File: src/rtl/irq_prio_pkg.sv
package irq_prio_pkg;
    localparam int unsigned IPT_VEC_W   = 8;
    localparam int unsigned IPT_CLASS_W = 4;
    localparam int unsigned IPT_WORD_W  = 32;
    localparam int unsigned IPT_MIN_VEC = 16;

    typedef logic [IPT_VEC_W-1:0] ipt_vec_t;
endpackage

File: src/rtl/ipt_msb_find.sv
module ipt_msb_find #(
    parameter int unsigned WIDTH  = 256,
    parameter int unsigned WORD_W = 32
) (
    input  logic [WIDTH-1:0]         bits_i,
    output logic                     found_o,
    output logic [$clog2(WIDTH)-1:0] index_o
);
    localparam int unsigned NWORDS = WIDTH / WORD_W;
    localparam int unsigned IDX_W  = $clog2(WIDTH);
    localparam int unsigned BIT_W  = $clog2(WORD_W);
    localparam int unsigned WSEL_W = IDX_W - BIT_W;

    logic [NWORDS-1:0]  word_any;
    logic [BIT_W-1:0]   word_msb [NWORDS];

    // per-word leading-one search; a word is bits [w*WORD_W +: WORD_W]
    for (genvar w = 0; w < NWORDS; w++) begin : g_word
        always_comb begin
            word_any[w] = 1'b0;
            word_msb[w] = '0;
            for (int b = 0; b < WORD_W; b++) begin
                if (bits_i[w*WORD_W + b]) begin
                    word_any[w] = 1'b1;
                    word_msb[w] = BIT_W'(b);
                end
            end
        end
    end

    // highest non-empty word wins
    always_comb begin
        logic [WSEL_W-1:0] wsel;
        logic [BIT_W-1:0]  bsel;
        found_o = 1'b0;
        wsel    = '0;
        bsel    = '0;
        for (int w = 0; w < NWORDS; w++) begin
            if (word_any[w]) begin
                found_o = 1'b1;
                wsel    = WSEL_W'(w);
                bsel    = word_msb[w];
            end
        end
        index_o = {wsel, bsel};
    end
endmodule

File: src/rtl/ipt_prio_calc.sv
module ipt_prio_calc #(
    parameter int unsigned VEC_W   = 8,
    parameter int unsigned CLASS_W = 4
) (
    input  logic [VEC_W-1:0] tpr_i,
    input  logic             isr_found_i,
    input  logic [VEC_W-1:0] isr_vec_i,
    output logic [VEC_W-1:0] ppr_o
);
    localparam int unsigned SUB_W = VEC_W - CLASS_W;

    logic [VEC_W-1:0]   isr_eff;
    logic [CLASS_W-1:0] tpr_class;
    logic [CLASS_W-1:0] isr_class;

    always_comb begin
        isr_eff   = isr_found_i ? isr_vec_i : '0;
        tpr_class = tpr_i[VEC_W-1 -: CLASS_W];
        isr_class = isr_eff[VEC_W-1 -: CLASS_W];
        if (tpr_class >= isr_class) begin
            ppr_o = tpr_i;
        end else begin
            ppr_o = {isr_class, {SUB_W{1'b0}}};
        end
    end
endmodule

File: src/rtl/irq_prio_tracker.sv
module irq_prio_tracker
    import irq_prio_pkg::*;
#(
    parameter int unsigned VEC_W   = IPT_VEC_W,
    parameter int unsigned CLASS_W = IPT_CLASS_W,
    parameter int unsigned WORD_W  = IPT_WORD_W,
    parameter int unsigned MIN_VEC = IPT_MIN_VEC
) (
    input  logic             clk,
    input  logic             rst_n,
    input  logic             hw_en,
    input  logic             sw_en,
    input  logic             acc_valid,
    input  logic [VEC_W-1:0] acc_vector,
    input  logic             acc_level,
    output logic             acc_ok,
    input  logic             tpr_we,
    input  logic [VEC_W-1:0] tpr_wdata,
    input  logic             ack_valid,
    input  logic             eoi_strobe,
    output logic             pend_valid,
    output logic [VEC_W-1:0] pend_vector,
    output logic [VEC_W-1:0] ppr,
    output logic             eoi_bc_valid,
    output logic [VEC_W-1:0] eoi_bc_vector
);
    localparam int unsigned NUM_VEC = 1 << VEC_W;

    typedef struct packed {
        logic [NUM_VEC-1:0] pend;
        logic [NUM_VEC-1:0] insvc;
        logic [NUM_VEC-1:0] trig;
        logic [VEC_W-1:0]   tpr;
        logic               acc_ok;
        logic               bc_valid;
        logic [VEC_W-1:0]   bc_vec;
    } ipt_state_t;

    ipt_state_t st_q, st_d;

    logic             pend_found;
    logic [VEC_W-1:0] pend_top;
    logic             isr_found;
    logic [VEC_W-1:0] isr_top;
    logic [VEC_W-1:0] ppr_w;
    logic             offer;

    ipt_msb_find #(.WIDTH(NUM_VEC), .WORD_W(WORD_W)) u_pend_find (
        .bits_i  (st_q.pend),
        .found_o (pend_found),
        .index_o (pend_top)
    );

    ipt_msb_find #(.WIDTH(NUM_VEC), .WORD_W(WORD_W)) u_isr_find (
        .bits_i  (st_q.insvc),
        .found_o (isr_found),
        .index_o (isr_top)
    );

    ipt_prio_calc #(.VEC_W(VEC_W), .CLASS_W(CLASS_W)) u_prio (
        .tpr_i       (st_q.tpr),
        .isr_found_i (isr_found),
        .isr_vec_i   (isr_top),
        .ppr_o       (ppr_w)
    );

    assign offer = pend_found &&
                   (pend_top[VEC_W-1 -: CLASS_W] > ppr_w[VEC_W-1 -: CLASS_W]);

    always_comb begin
        st_d          = st_q;
        st_d.acc_ok   = 1'b0;
        st_d.bc_valid = 1'b0;
        st_d.bc_vec   = '0;

        // retire highest in-service vector
        if (eoi_strobe && isr_found) begin
            st_d.insvc[isr_top] = 1'b0;
            if (st_q.trig[isr_top]) begin
                st_d.trig[isr_top] = 1'b0;
                st_d.bc_valid      = 1'b1;
                st_d.bc_vec        = isr_top;
            end
        end

        // move offered vector into service
        if (ack_valid && offer) begin
            st_d.pend[pend_top]  = 1'b0;
            st_d.insvc[pend_top] = 1'b1;
        end

        // accept a delivery, judged on the bitmap before this edge
        if (acc_valid && hw_en && sw_en && (acc_vector >= VEC_W'(MIN_VEC))) begin
            if (!st_q.pend[acc_vector]) begin
                st_d.pend[acc_vector] = 1'b1;
                st_d.trig[acc_vector] = acc_level;
                st_d.acc_ok           = 1'b1;
            end else if (!acc_level) begin
                st_d.trig[acc_vector] = 1'b0;
            end
        end

        if (tpr_we) begin
            st_d.tpr = tpr_wdata;
        end
    end

    always_ff @(posedge clk) begin
        if (!rst_n) begin
            st_q <= '0;
        end else begin
            st_q <= st_d;
        end
    end

    assign acc_ok        = st_q.acc_ok;
    assign pend_valid    = offer;
    assign pend_vector   = pend_top;
    assign ppr           = ppr_w;
    assign eoi_bc_valid  = st_q.bc_valid;
    assign eoi_bc_vector = st_q.bc_vec;
endmodule

File: config.mk
export PLATFORM = sky130hd
export DESIGN_NAME = irq_prio_tracker
export DESIGN_NICKNAME = d
export VERILOG_FILES = /design/src/rtl/irq_prio_pkg.sv /design/src/rtl/ipt_msb_find.sv /design/src/rtl/ipt_prio_calc.sv /design/src/rtl/irq_prio_tracker.sv
export SDC_FILE = /design/constraint.sdc
export NUM_CORES = 2
export LEC_CHECK = 0
export BUFFER_PORTS_ARGS = -buffer_cell sky130_fd_sc_hd__buf_2
export CORE_MARGIN = 8
export CORE_UTILIZATION = 40
export CTS_CLUSTER_DIAMETER = 100
export CTS_CLUSTER_SIZE = 16
export DETAILED_ROUTE_END_ITERATION = 12
export PLACE_DENSITY = 0.57
export RECOVER_POWER = 100
export SETUP_SLACK_MARGIN = 0.2
export SYNTH_ARGS = -nofsm -noshare
export SYNTH_HDL_FRONTEND = slang
export SYNTH_SLANG_ARGS = --single-unit
File: constraint.sdc
create_clock -name clk -period 17.5 [get_ports clk]
set_input_delay 0 -clock clk [delete_from_list [all_inputs] [get_ports clk]]
set_output_delay 0 -clock clk [all_outputs]
set_load 0.05 [all_outputs]
==> impl_metrics.yaml <==
status:
  status: "finished with violations"
  failed_checks: "capacitance limit, slew limit"
timing:
  rsz0062_at_grt: "false"
  skew_ns: 0.02998
  max_slew_margin_pct: -138.9
  slew_viol_final: 504
  fmax_mhz: 79.11
  finalCritPeriodShare_pct: 72.23
  tns_ns: 0
  worst_pin_slew_ns: 3.583
  setup_viol: 0
  min_period_ns: 12.64
  hold_viol_final: 0
floorplanning:
  die_h_um: 344.5
  row_count: 120
  initial_utilization_pct: 40.31
  dieArea_um2: 118700
  die_w_um: 344.5
  ios: 52
  core-area_um2: 107100
route:
  drtIter0Drc: 7715
  first_pass_iters: 9
  wirelength_mm: 218.5
  ant_nets: 0
  vias_per_cell: 7.198
  vias: 46889
  post_drt_wl_per_cell_um: 33.55
  drcViolationCount: 0
worst_setup_path:
  timing.critical_path.fanout_max: 72
  path_common_cell: "clkbuf_1"
  worst_setup_path_start_kind: "flip-flop"
  slowest_stage: "clkbuf_1"
  critPathKind: "reg -> reg"
  critPathMaxStageDelay_ns: 2.01
  worstPathCellList: "or4_1 -> nor3_1 -> a21oi_1 -> o41ai_1 -> a21oi_1 -> o21a_1 -> clkbuf_1 -> nand2_1 -> clkbuf_1 -> clkbuf_1 -> mux2i_1 -> mux2_2 -> o32ai_1 -> or4_1 -> a211oi_1 -> o311ai_0 -> buf_4 -> buf_4 -> a41oi_1"
  arrival_ns: 13.05
  end_kind: "flip-flop"
  crit_required_ns: 17.91
pwr:
  power.share.sequential_pct: 53.8
  clkPwrFrac_pct: 38.7
  switching_share_pct: 27.21
  switching_power_uw: 904.4
  p_int_uw: 2419
  p_per_area_nw_per_um2: 73.13
  finalPower_uw: 3324
  p_leak_uw: 0.01471
  pwr-share-comb_pct: 7.4
  vdd_drop_max_v: 0.00007492
clocking:
  clock-sinks: 786
  hold_buffers: 18
  post-cts-setup-buffers: 0
  htree_levels: 2
  numCtsBuffers: 55
  clock-root-buffer: "clkbuf_16"
  clockBufferDepth: 3
  cts_tree: "built"
  clkLatencyLatePin_ns: 0.70
  cts_resized: 0
  clk_pin_slew_ns: 0.08
logic_synthesis:
  ys_seq_area_share_pct: 36.46
  synth_cell_types: 87
  synthesis.area_um2: 43160
  synthArstFlopShare_pct: 0
  synth-seq-cells: 786
  synth_nets: 5294
  synth-edff-count: 0
  postSynthCellCount: 5261
  synth_ff_type: "dfxtp_1"
  yosysWarnings: 0
  syn_avg_cell_area_um2: 8.203
grt:
  grt_max_degree: 175
  grt_pass1_wl_mm: 308.3
  grt_usage_pct: 35.07
  overflow: 0
  grt_pass1_vias: 41953
  antenna_found_initial: 16
layout:
  layout_common_cells: "dfxtp_1, nor2_1, nand2_1"
  layout.filler_cells: 10814
  drive_gt1_share_pct: 6.767
  fin_nets: 5128
  stdcell_count: 6514
  area.growth.synth_to_final_pct: 5.303
  final_common_cell: "dfxtp_1"
  final_util_pct: 42.45
run:
  cap_violations: 17
placement:
  portBuffers: 51
  placed_cells: 6422
  place.gp.congestion: 1.051
  dp_hpwl_mm: 142.4
worst_hold_path:
  min_path_type: "in -> reg"
-- critical path, delay by kind of cell (launching register included) --
kind	cells	cell delay (ns)
flip-flops	1	0.35
AND/OR/NAND/NOR	4	2.59
AO/OA/AOI/OAI	8	2.91
multiplexers	2	0.68
buffers and inverters	5	5.62
-- cells by family after synthesis --
kind of cell               count (synthesis)  share of synthesized area [%]
adders and majority gates                  8                         0.2319
buffers and inverters                    584                          5.665
DFF                                      786                          36.46
AOI/OAI and AO/OA                       1778                          30.58
muxes                                    216                          7.303
and+or+nand+nor                         1889                          19.76
-- synthesized netlist by cell type, types with 53 or more instances --
cell type	number	area [um^2]
nand3_1	53	265.3
o21ai_0	318	1592
a41oi_2	84	1366
inv_1	177	664.4
dfxtp_1	786	15740
mux2i_1	118	1181
o221ai_1	244	2137
a31oi_1	154	963.4
a21oi_1	388	1942
nor3_1	215	1076
clkbuf_1	304	1141
nand2_1	510	1914
mux4_2	77	1734
nor2_1	728	2733
a32o_1	223	2232
nor4_1	129	807.0
-- metal layers --
metal / global-route usage (%) / share of wire (%)
met5: 0 / 0.052
met4: 24.81 / 8.2
met3: 11.48 / 14
met2: 48.42 / 40
met1: 45.57 / 38
-- cell type report --
cell class	count	area [um^2]	share of cell area, %
tap	1403	1755	3.863
clock buffer	57	1426	3.139
clock inverter	3	45.04	0.09911
timing repair buffer	183	1226	2.698
antenna	13	32.53	0.07158
multi-input combinational	3891	24560	54.03
inverter	178	669.4	1.473
sequential	786	15740	34.62
-- registers in the layout (all words and copies together) (netlist names) --
signal	flops
acc_ok	1
eoi_bc_valid	1
eoi_bc_vector	8
st_q	776
-- worst paths after layout --
kind                                    start         to  slack, ns  cells after the start
worst max-delay path                st_q[382]  st_q[164]       4.86                     19
worst min-delay path            acc_vector[7]     acc_ok       0.14                      3
worst max register to register      st_q[382]  st_q[164]       4.86                     19
worst min register to register       st_q[20]   st_q[20]       0.43                      2
-- power by group through the flow --
stage          clock [uW]  sequential [uW]  combinational (uW)
4_1_cts              1290             1790                 236
3_5_place_dp            0             1830                 232
3_3_place_gp            0             1830                 233
6_report             1290             1790                 247
5_1_grt              1350             1790                 246
2_1_floorplan           0             1830                 130
-- per-stage QoR --
step / area (um^2) / hold WS, ns / setup slack (ns)
3_5_place_dp: 44550 / 0.2457 / 8.674
3_3_place_gp: 44550 / 0.2396 / 8.772
2_1_floorplan: 43160 / 0.1468 / 10.02
5_1_grt: 45420 / 0.1622 / 5.043
6_report: 45450 / 0.1412 / 4.860
4_1_cts: 46200 / 0.09755 / 8.599
(Power assumes the default switching activity.)
